$ cat src/rtl/gds_pkg.sv
package gds_pkg;

  typedef enum logic [2:0] {
    PH_HOLD = 3'd0,
    PH_RST  = 3'd1,
    PH_EN   = 3'd2,
    PH_LS   = 3'd3,
    PH_GAP1 = 3'd4,
    PH_HS   = 3'd5,
    PH_GAP2 = 3'd6,
    PH_DONE = 3'd7
  } gds_phase_e;

  // nanoseconds to clock cycles, rounded up
  function automatic longint ns_to_cyc(longint ns, longint hz);
    return (ns * hz + 64'd999_999_999) / 64'd1_000_000_000;
  endfunction

endpackage

$ cat src/rtl/gds_timer.sv
module gds_timer #(
  parameter int CNT_W = 8
) (
  input  logic             clk,
  input  logic             rst,
  input  logic             restart,
  output logic [CNT_W-1:0] cnt
);

  always_ff @(posedge clk) begin
    if (rst || restart) cnt <= '0;
    else                cnt <= cnt + 1'b1;
  end

endmodule

$ cat src/rtl/gds_fsm.sv
module gds_fsm
  import gds_pkg::*;
#(
  parameter int WAIT_CYC = 5,
  parameter int LS_CYC   = 100,
  parameter int HS_CYC   = 30,
  parameter int CNT_W    = 8
) (
  input  logic             clk,
  input  logic             rst,
  input  logic [CNT_W-1:0] cnt,
  output gds_phase_e       phase_q,
  output gds_phase_e       phase_d,
  output logic             restart
);

  localparam logic [CNT_W-1:0] WAIT_LAST = CNT_W'(WAIT_CYC - 1);
  localparam logic [CNT_W-1:0] LS_LAST   = CNT_W'(LS_CYC - 1);
  localparam logic [CNT_W-1:0] HS_LAST   = CNT_W'(HS_CYC - 1);

  logic [CNT_W-1:0] last_val;
  logic             at_last;

  always_comb begin
    unique case (phase_q)
      PH_LS:   last_val = LS_LAST;
      PH_HS:   last_val = HS_LAST;
      default: last_val = WAIT_LAST;
    endcase
    at_last = (cnt == last_val) && (phase_q != PH_DONE);
    phase_d = at_last ? gds_phase_e'(phase_q + 3'd1) : phase_q;
    restart = at_last || (phase_q == PH_DONE);
  end

  always_ff @(posedge clk) begin
    if (rst) phase_q <= PH_HOLD;
    else     phase_q <= phase_d;
  end

  // R2 phases only ever move one step forward
  assert_step_forward_R2: assert property (@(posedge clk) disable iff (rst)
    (phase_q != $past(phase_q)) |-> (3'(phase_q) == 3'($past(phase_q)) + 3'd1));

  // R4 a timed phase never runs past its own length
  assert_ls_len_R4: assert property (@(posedge clk) disable iff (rst)
    (phase_q == PH_LS) |-> (cnt <= LS_LAST));

  // R5 high-side pulse bounded
  assert_hs_len_R5: assert property (@(posedge clk) disable iff (rst)
    (phase_q == PH_HS) |-> (cnt <= HS_LAST));

endmodule

$ cat src/rtl/gds_outreg.sv
module gds_outreg
  import gds_pkg::*;
#(
  parameter int NPH = 3
) (
  input  logic           clk,
  input  logic           rst,
  input  gds_phase_e     phase_d,
  input  logic [NPH-1:0] pwm_ls,
  input  logic [NPH-1:0] pwm_hs_n,
  output logic           drv_rstb,
  output logic           drv_en_a,
  output logic           drv_en_b,
  output logic [NPH-1:0] ls_cmd,
  output logic [NPH-1:0] hs_cmd_n,
  output logic           seq_done
);

  always_ff @(posedge clk) begin
    if (rst) begin
      drv_rstb <= 1'b0;
      drv_en_a <= 1'b0;
      drv_en_b <= 1'b0;
      ls_cmd   <= '0;
      hs_cmd_n <= '1;
      seq_done <= 1'b0;
    end else begin
      drv_rstb <= (phase_d != PH_HOLD);
      drv_en_a <= (phase_d >= PH_EN);
      drv_en_b <= (phase_d >= PH_EN);
      seq_done <= (phase_d == PH_DONE);
      unique case (phase_d)
        PH_LS: begin
          ls_cmd   <= '1;
          hs_cmd_n <= '1;
        end
        PH_HS: begin
          ls_cmd   <= '0;
          hs_cmd_n <= '0;
        end
        PH_DONE: begin
          ls_cmd   <= pwm_ls;
          hs_cmd_n <= pwm_hs_n;
        end
        default: begin
          ls_cmd   <= '0;
          hs_cmd_n <= '1;
        end
      endcase
    end
  end

  // R3 enables only with the pre-driver out of reset
  assert_en_after_rstb_R3: assert property (@(posedge clk) disable iff (rst)
    (drv_en_a || drv_en_b) |-> drv_rstb);

  // R4 low-side pulse is all-or-nothing and needs the enables
  assert_ls_group_R4: assert property (@(posedge clk) disable iff (rst)
    (!seq_done && (ls_cmd != '0)) |-> ((ls_cmd == '1) && drv_en_a && drv_en_b));

  // R5 high-side pulse is all-or-nothing
  assert_hs_group_R5: assert property (@(posedge clk) disable iff (rst)
    !seq_done |-> ((hs_cmd_n == '1) || (hs_cmd_n == '0)));

  // R6 no leg conducts on both sides during the sequence
  assert_no_shoot_R6: assert property (@(posedge clk) disable iff (rst)
    !seq_done |-> ((ls_cmd & ~hs_cmd_n) == '0));

  // R8 done never drops without reset
  assert_done_sticky_R8: assert property (@(posedge clk) disable iff (rst)
    seq_done |=> seq_done);

endmodule

$ cat src/rtl/gate_predrv_startup.sv
module gate_predrv_startup
  import gds_pkg::*;
#(
  parameter int     NPH         = 3,
  parameter longint CLK_HZ      = 100_000_000,
  parameter int     WAIT_CYC    = 50,
  parameter int     LS_PULSE_NS = 1000,
  parameter int     HS_GUARD_NS = 100,
  parameter int     DEAD_CYC    = 20
) (
  input  logic           clk,
  input  logic           rst,
  input  logic [NPH-1:0] pwm_ls,
  input  logic [NPH-1:0] pwm_hs_n,
  output logic           drv_rstb,
  output logic           drv_en_a,
  output logic           drv_en_b,
  output logic [NPH-1:0] ls_cmd,
  output logic [NPH-1:0] hs_cmd_n,
  output logic           seq_done
);

  localparam int LS_CYC  = int'(ns_to_cyc(longint'(LS_PULSE_NS), CLK_HZ));
  localparam int HS_CYC  = DEAD_CYC + int'(ns_to_cyc(longint'(HS_GUARD_NS), CLK_HZ));
  localparam int MAX_A   = (LS_CYC > HS_CYC) ? LS_CYC : HS_CYC;
  localparam int MAX_LEN = (MAX_A > WAIT_CYC) ? MAX_A : WAIT_CYC;
  localparam int CNT_W   = $clog2(MAX_LEN + 1);

  logic [CNT_W-1:0] cnt;
  logic             restart;
  gds_phase_e       phase_q;
  gds_phase_e       phase_d;

  gds_timer #(.CNT_W(CNT_W)) u_timer (
    .clk     (clk),
    .rst     (rst),
    .restart (restart),
    .cnt     (cnt)
  );

  gds_fsm #(
    .WAIT_CYC (WAIT_CYC),
    .LS_CYC   (LS_CYC),
    .HS_CYC   (HS_CYC),
    .CNT_W    (CNT_W)
  ) u_fsm (
    .clk     (clk),
    .rst     (rst),
    .cnt     (cnt),
    .phase_q (phase_q),
    .phase_d (phase_d),
    .restart (restart)
  );

  gds_outreg #(.NPH(NPH)) u_out (
    .clk      (clk),
    .rst      (rst),
    .phase_d  (phase_d),
    .pwm_ls   (pwm_ls),
    .pwm_hs_n (pwm_hs_n),
    .drv_rstb (drv_rstb),
    .drv_en_a (drv_en_a),
    .drv_en_b (drv_en_b),
    .ls_cmd   (ls_cmd),
    .hs_cmd_n (hs_cmd_n),
    .seq_done (seq_done)
  );

  initial begin
    assert_params_R4: assert (WAIT_CYC >= 1 && LS_CYC >= 1 && HS_CYC >= 1);
  end

endmodule

$ cat config.mk
export PLATFORM = sky130hd
export DESIGN_NAME = gate_predrv_startup
export DESIGN_NICKNAME = d
export VERILOG_FILES = /design/src/rtl/gds_pkg.sv /design/src/rtl/gds_timer.sv /design/src/rtl/gds_fsm.sv /design/src/rtl/gds_outreg.sv /design/src/rtl/gate_predrv_startup.sv
export SDC_FILE = /design/constraint.sdc
export NUM_CORES = 1
export LEC_CHECK = 0
export BUFFER_PORTS_ARGS = -buffer_cell sky130_fd_sc_hd__buf_2
export CAP_MARGIN = 20
export CORE_UTILIZATION = 52
export DETAILED_ROUTE_END_ITERATION = 6
export PLACE_DENSITY = 0.76
export SLEW_MARGIN = 5
export SYNTH_ARGS = -nofsm -noshare
export SYNTH_HDL_FRONTEND = slang
export SYNTH_SLANG_ARGS = --single-unit
$ cat constraint.sdc
create_clock -name clk -period 3.2 [get_ports clk]
set_input_delay 0.16 -clock clk [delete_from_list [all_inputs] [get_ports clk]]
set_output_delay 0.16 -clock clk [all_outputs]
set_load 0.05 [all_outputs]
==> flow_summary_export.csv <==
group,metric,value,unit
timing,setup_tns,0,ps
final_layout,stdcell_area,0.00103,sq mm
cts,clk_latency,310,ps
pwr,p_seq_share,62.8,%
synth,synth_ff_type,"dfxtp_1",
timing,slew_headroom,71.9,%
synth,syn-instance-count,88,
worst_setup_path,required,3410,ps
placed_design,post-place-ws,759,ps
min_path,min_path_type,"primary input to flop",
timing,fin_crit_sh,76.5,%
worst_setup_path,crit_start,"u_fsm.phase_q[0]$_SDFF_PP0_",
timing,timing.fmax,408,MHz
pwr,power.switching,91.6,uW
synth,synth.distinct_cells,30,
global_route,grt_pass1_wl,2.76,mm
timing,setup_violations,0,
synth,ys_warn_count,0,
worst_setup_path,cpMaxStageDelayCell,"dfxtp_1",
final_layout,drive_gt1_share,24.3,%
pwr,total_power,389,uW
worst_setup_path,path_max_fanout,10,
worst_setup_path,cp-end-kind,"flop",
placed_design,finalWeightedCongestion,0.729,
timing,rsz0062_at_grt,"no",
die,die_w,43.8,um
status,status,"finished, final reports clean",
worst_setup_path,crit_buf_inv,0,
final_layout,stdcell_count,123,
global_route,grt_pass1_vias,677,
worst_setup_path,cp_top_family,"simple AND/OR/NAND/NOR gates",
global_route,grt_use_total,21.0,%
timing,hold_violations,0,
pwr,p_clk_share,31.7,%
timing,fin_crit,2450,ps
synth,async_flop_share,0,%
route,drc,0,
route,vias,682,
die,ios,18,
worst_setup_path,crit_chain,"ha_1 > ha_1 > or3_1 > a22oi_4 > o2111ai_4 > and3b_2 > a211oi_1",
synth,synth-edff-count,0,
pwr,ir_worst_vdd,0.000268,V
synth,synth_area_leader_cell,"dfxtp_1",
synth,synthTopCellsByArea,"dfxtp_1 (42%), ha_1 (9.6%), xor2_1 (5.8%), mux2i_1 (4.4%), nor2_1 (4.1%)",
synth,synth_top_area_share,41.9,%
min_path,hp-start,"pwm_hs_n[0]",
timing,slew_violations,0,
die,coreArea,0.00158,sq mm
synth,synth_seq_cells,19,
route,wl,1.59,mm
final_layout,syn2layout_area_growth,13.4,%
synth,syn_area,908,sq um
cts,cts_made_buffers,3,
synth,syn_nets,103,
flow_run,maxCapViolations,0,
global_route,antenna_found_initial,0,
die,num_rows,14,
placed_design,io_buffers,17,
cts,htree_num_levels,1,
timing,skew,10.2,ps
synth,synth_seq_area_share,41.9,%
route,drt-initial-drc-count,7,
placed_design,place.detailed.hpwl,1.21,mm
placed_design,dp_cells,119,
worst_setup_path,crit_type,"flop to flop",
die,fp.dieH,43.8,um
worst_setup_path,path_common_cell,"ha_1",
synth,syn_area_per_cell,10.3,sq um
timing,setup_slack,751,ps
final_layout,nets,123,
worst_setup_path,max_stage_delay,420,ps
pwr,p_int,298,uW
global_route,grt_max_degree,12,
cts,clock-sinks,19,
cts,cts_buffer_depth,2,
route,drt-pass1-iter-count,4,
cts,cts.reportedPaths.clkPinSlew,110,ps
cts,post_cts_resized,0,
die,die_area,0.00192,sq mm
pwr,power_frac_comb,5.5,%
cts,hold_buffers,0,
route,vias_per_cell,5.54,
global_route,overflow,0,
timing,max_slew.worst_pin.slew,419,ps
placed_design,place_area,0.00100,sq mm
cts,cts-root-buf,"clkbuf_4",
worst_setup_path,r2r_start,"u_fsm.phase_q[0]$_SDFF_PP0_",
cts,post_cts_buffers,0,
pwr,power.density,378,mW/mm^2
cts,cts_tree,"yes",
route,wl_per_cell,13.0,um
worst_setup_path,worstSetupStartpointType,"flop",
pwr,p_sw_share,23.5,%
die,start_util,57.6,%
pwr,p_leak,0.000480,uW
route,ant_nets,0,
worst_setup_path,cp_data_arrival_time,2660,ps
final_layout,num_antenna_cells,0,
[power by group through the flow]
stage	Clock, uW	Combinational [uW]	Sequential [uW]
6_report	123	21.5	244
5_1_grt	141	24.1	245
4_1_cts	128	21.8	244
3_5_place_dp	0	21.8	250
3_3_place_gp	0	21.1	250
2_1_floorplan	0	15.7	248
[metal layers]
layer,part of all wire (%),track usage (%)
met5,0,0
met4,3.3,13.1
met3,5.3,9.17
met2,52,36.1
met1,40,20.4
[metrics by stage]
| stage | util [%] | hold WS, ps |
|---|---|---|
| 6_report | 65.3 | 32.1 |
| 5_1_grt | 65.3 | 17.7 |
| 4_1_cts | 65.3 | 24.3 |
| 3_5_place_dp | 63.6 | 356 |
| 3_3_place_gp | 63.6 | 357 |
| 2_1_floorplan | - | 270 |
[Yosys cell counts, drive strengths merged, types with 2 or more instances]
cell / count
and3: 2
xor2: 6
dfxtp: 19
a21o: 3
inv: 2
or3: 2
nand2: 2
mux2i: 4
nor2: 10
a211oi: 2
ha: 7
o2111ai: 2
o21a: 4
nor3: 3
nand3: 6
[logic make-up after synthesis]
logic type               Yosys count  synth area share, %
multiplexers                       5                 6.06
adder cells (fa/ha/maj)            7                 9.64
buffers and inverters              4                 2.07
AND/OR/NAND/NOR                   32                 18.5
AO/OA/AOI/OAI                     14                 15.2
flip-flops                        19                 41.9
XOR/XNOR                           7                 6.75
[final timing paths]
kind	end	slack, ps	cells after the start
max	u_out.drv_rstb$_SDFF_PP0_	750	7
min	u_out.hs_cmd_n[0]$_SDFF_PP1_	30	2
max reg2reg	u_out.drv_rstb$_SDFF_PP0_	750	7
min reg2reg	u_timer.cnt[0]$_SDFF_PP0_	570	1
[cell type report]
class / instances / area (sq um)
Clock buffer: 3 / 22.5
Inverter: 2 / 7.51
Timing Repair Buffer: 17 / 85.1
Fill cell: 140 / 547
Clock inverter: 1 / 5.00
Multi-Input combinational cell: 65 / 509
Sequential cell: 19 / 380
Tap cell: 16 / 20.0
[registers in the layout, summed over array words and instances, names as in the netlist]
signal          flops
u_fsm.phase_q       3
u_out.drv_en_b      1
u_out.drv_rstb      1
u_out.hs_cmd_n      3
u_out.ls_cmd        3
u_out.seq_done      1
u_timer.cnt         7
[placed cells by master (no fill, tap or decap), types with 2 or more instances in the layout]
| cell type | synthesis | layout |
|---|---|---|
| a211oi_1 | 2 | 2 |
| a21o_1 | 3 | 3 |
| and3_1 | 2 | 2 |
| buf_2 | 0 | 17 |
| clkbuf_4 | 0 | 3 |
| dfxtp_1 | 19 | 19 |
| ha_1 | 7 | 7 |
| inv_1 | 2 | 2 |
| mux2i_1 | 4 | 4 |
| nand2_1 | 2 | 2 |
| nand3_1 | 6 | 6 |
| nor2_1 | 10 | 10 |
| nor3_1 | 3 | 3 |
| o21a_1 | 4 | 4 |
| or3_1 | 2 | 2 |
| xor2_1 | 6 | 6 |
(Power assumes the default switching activity.)
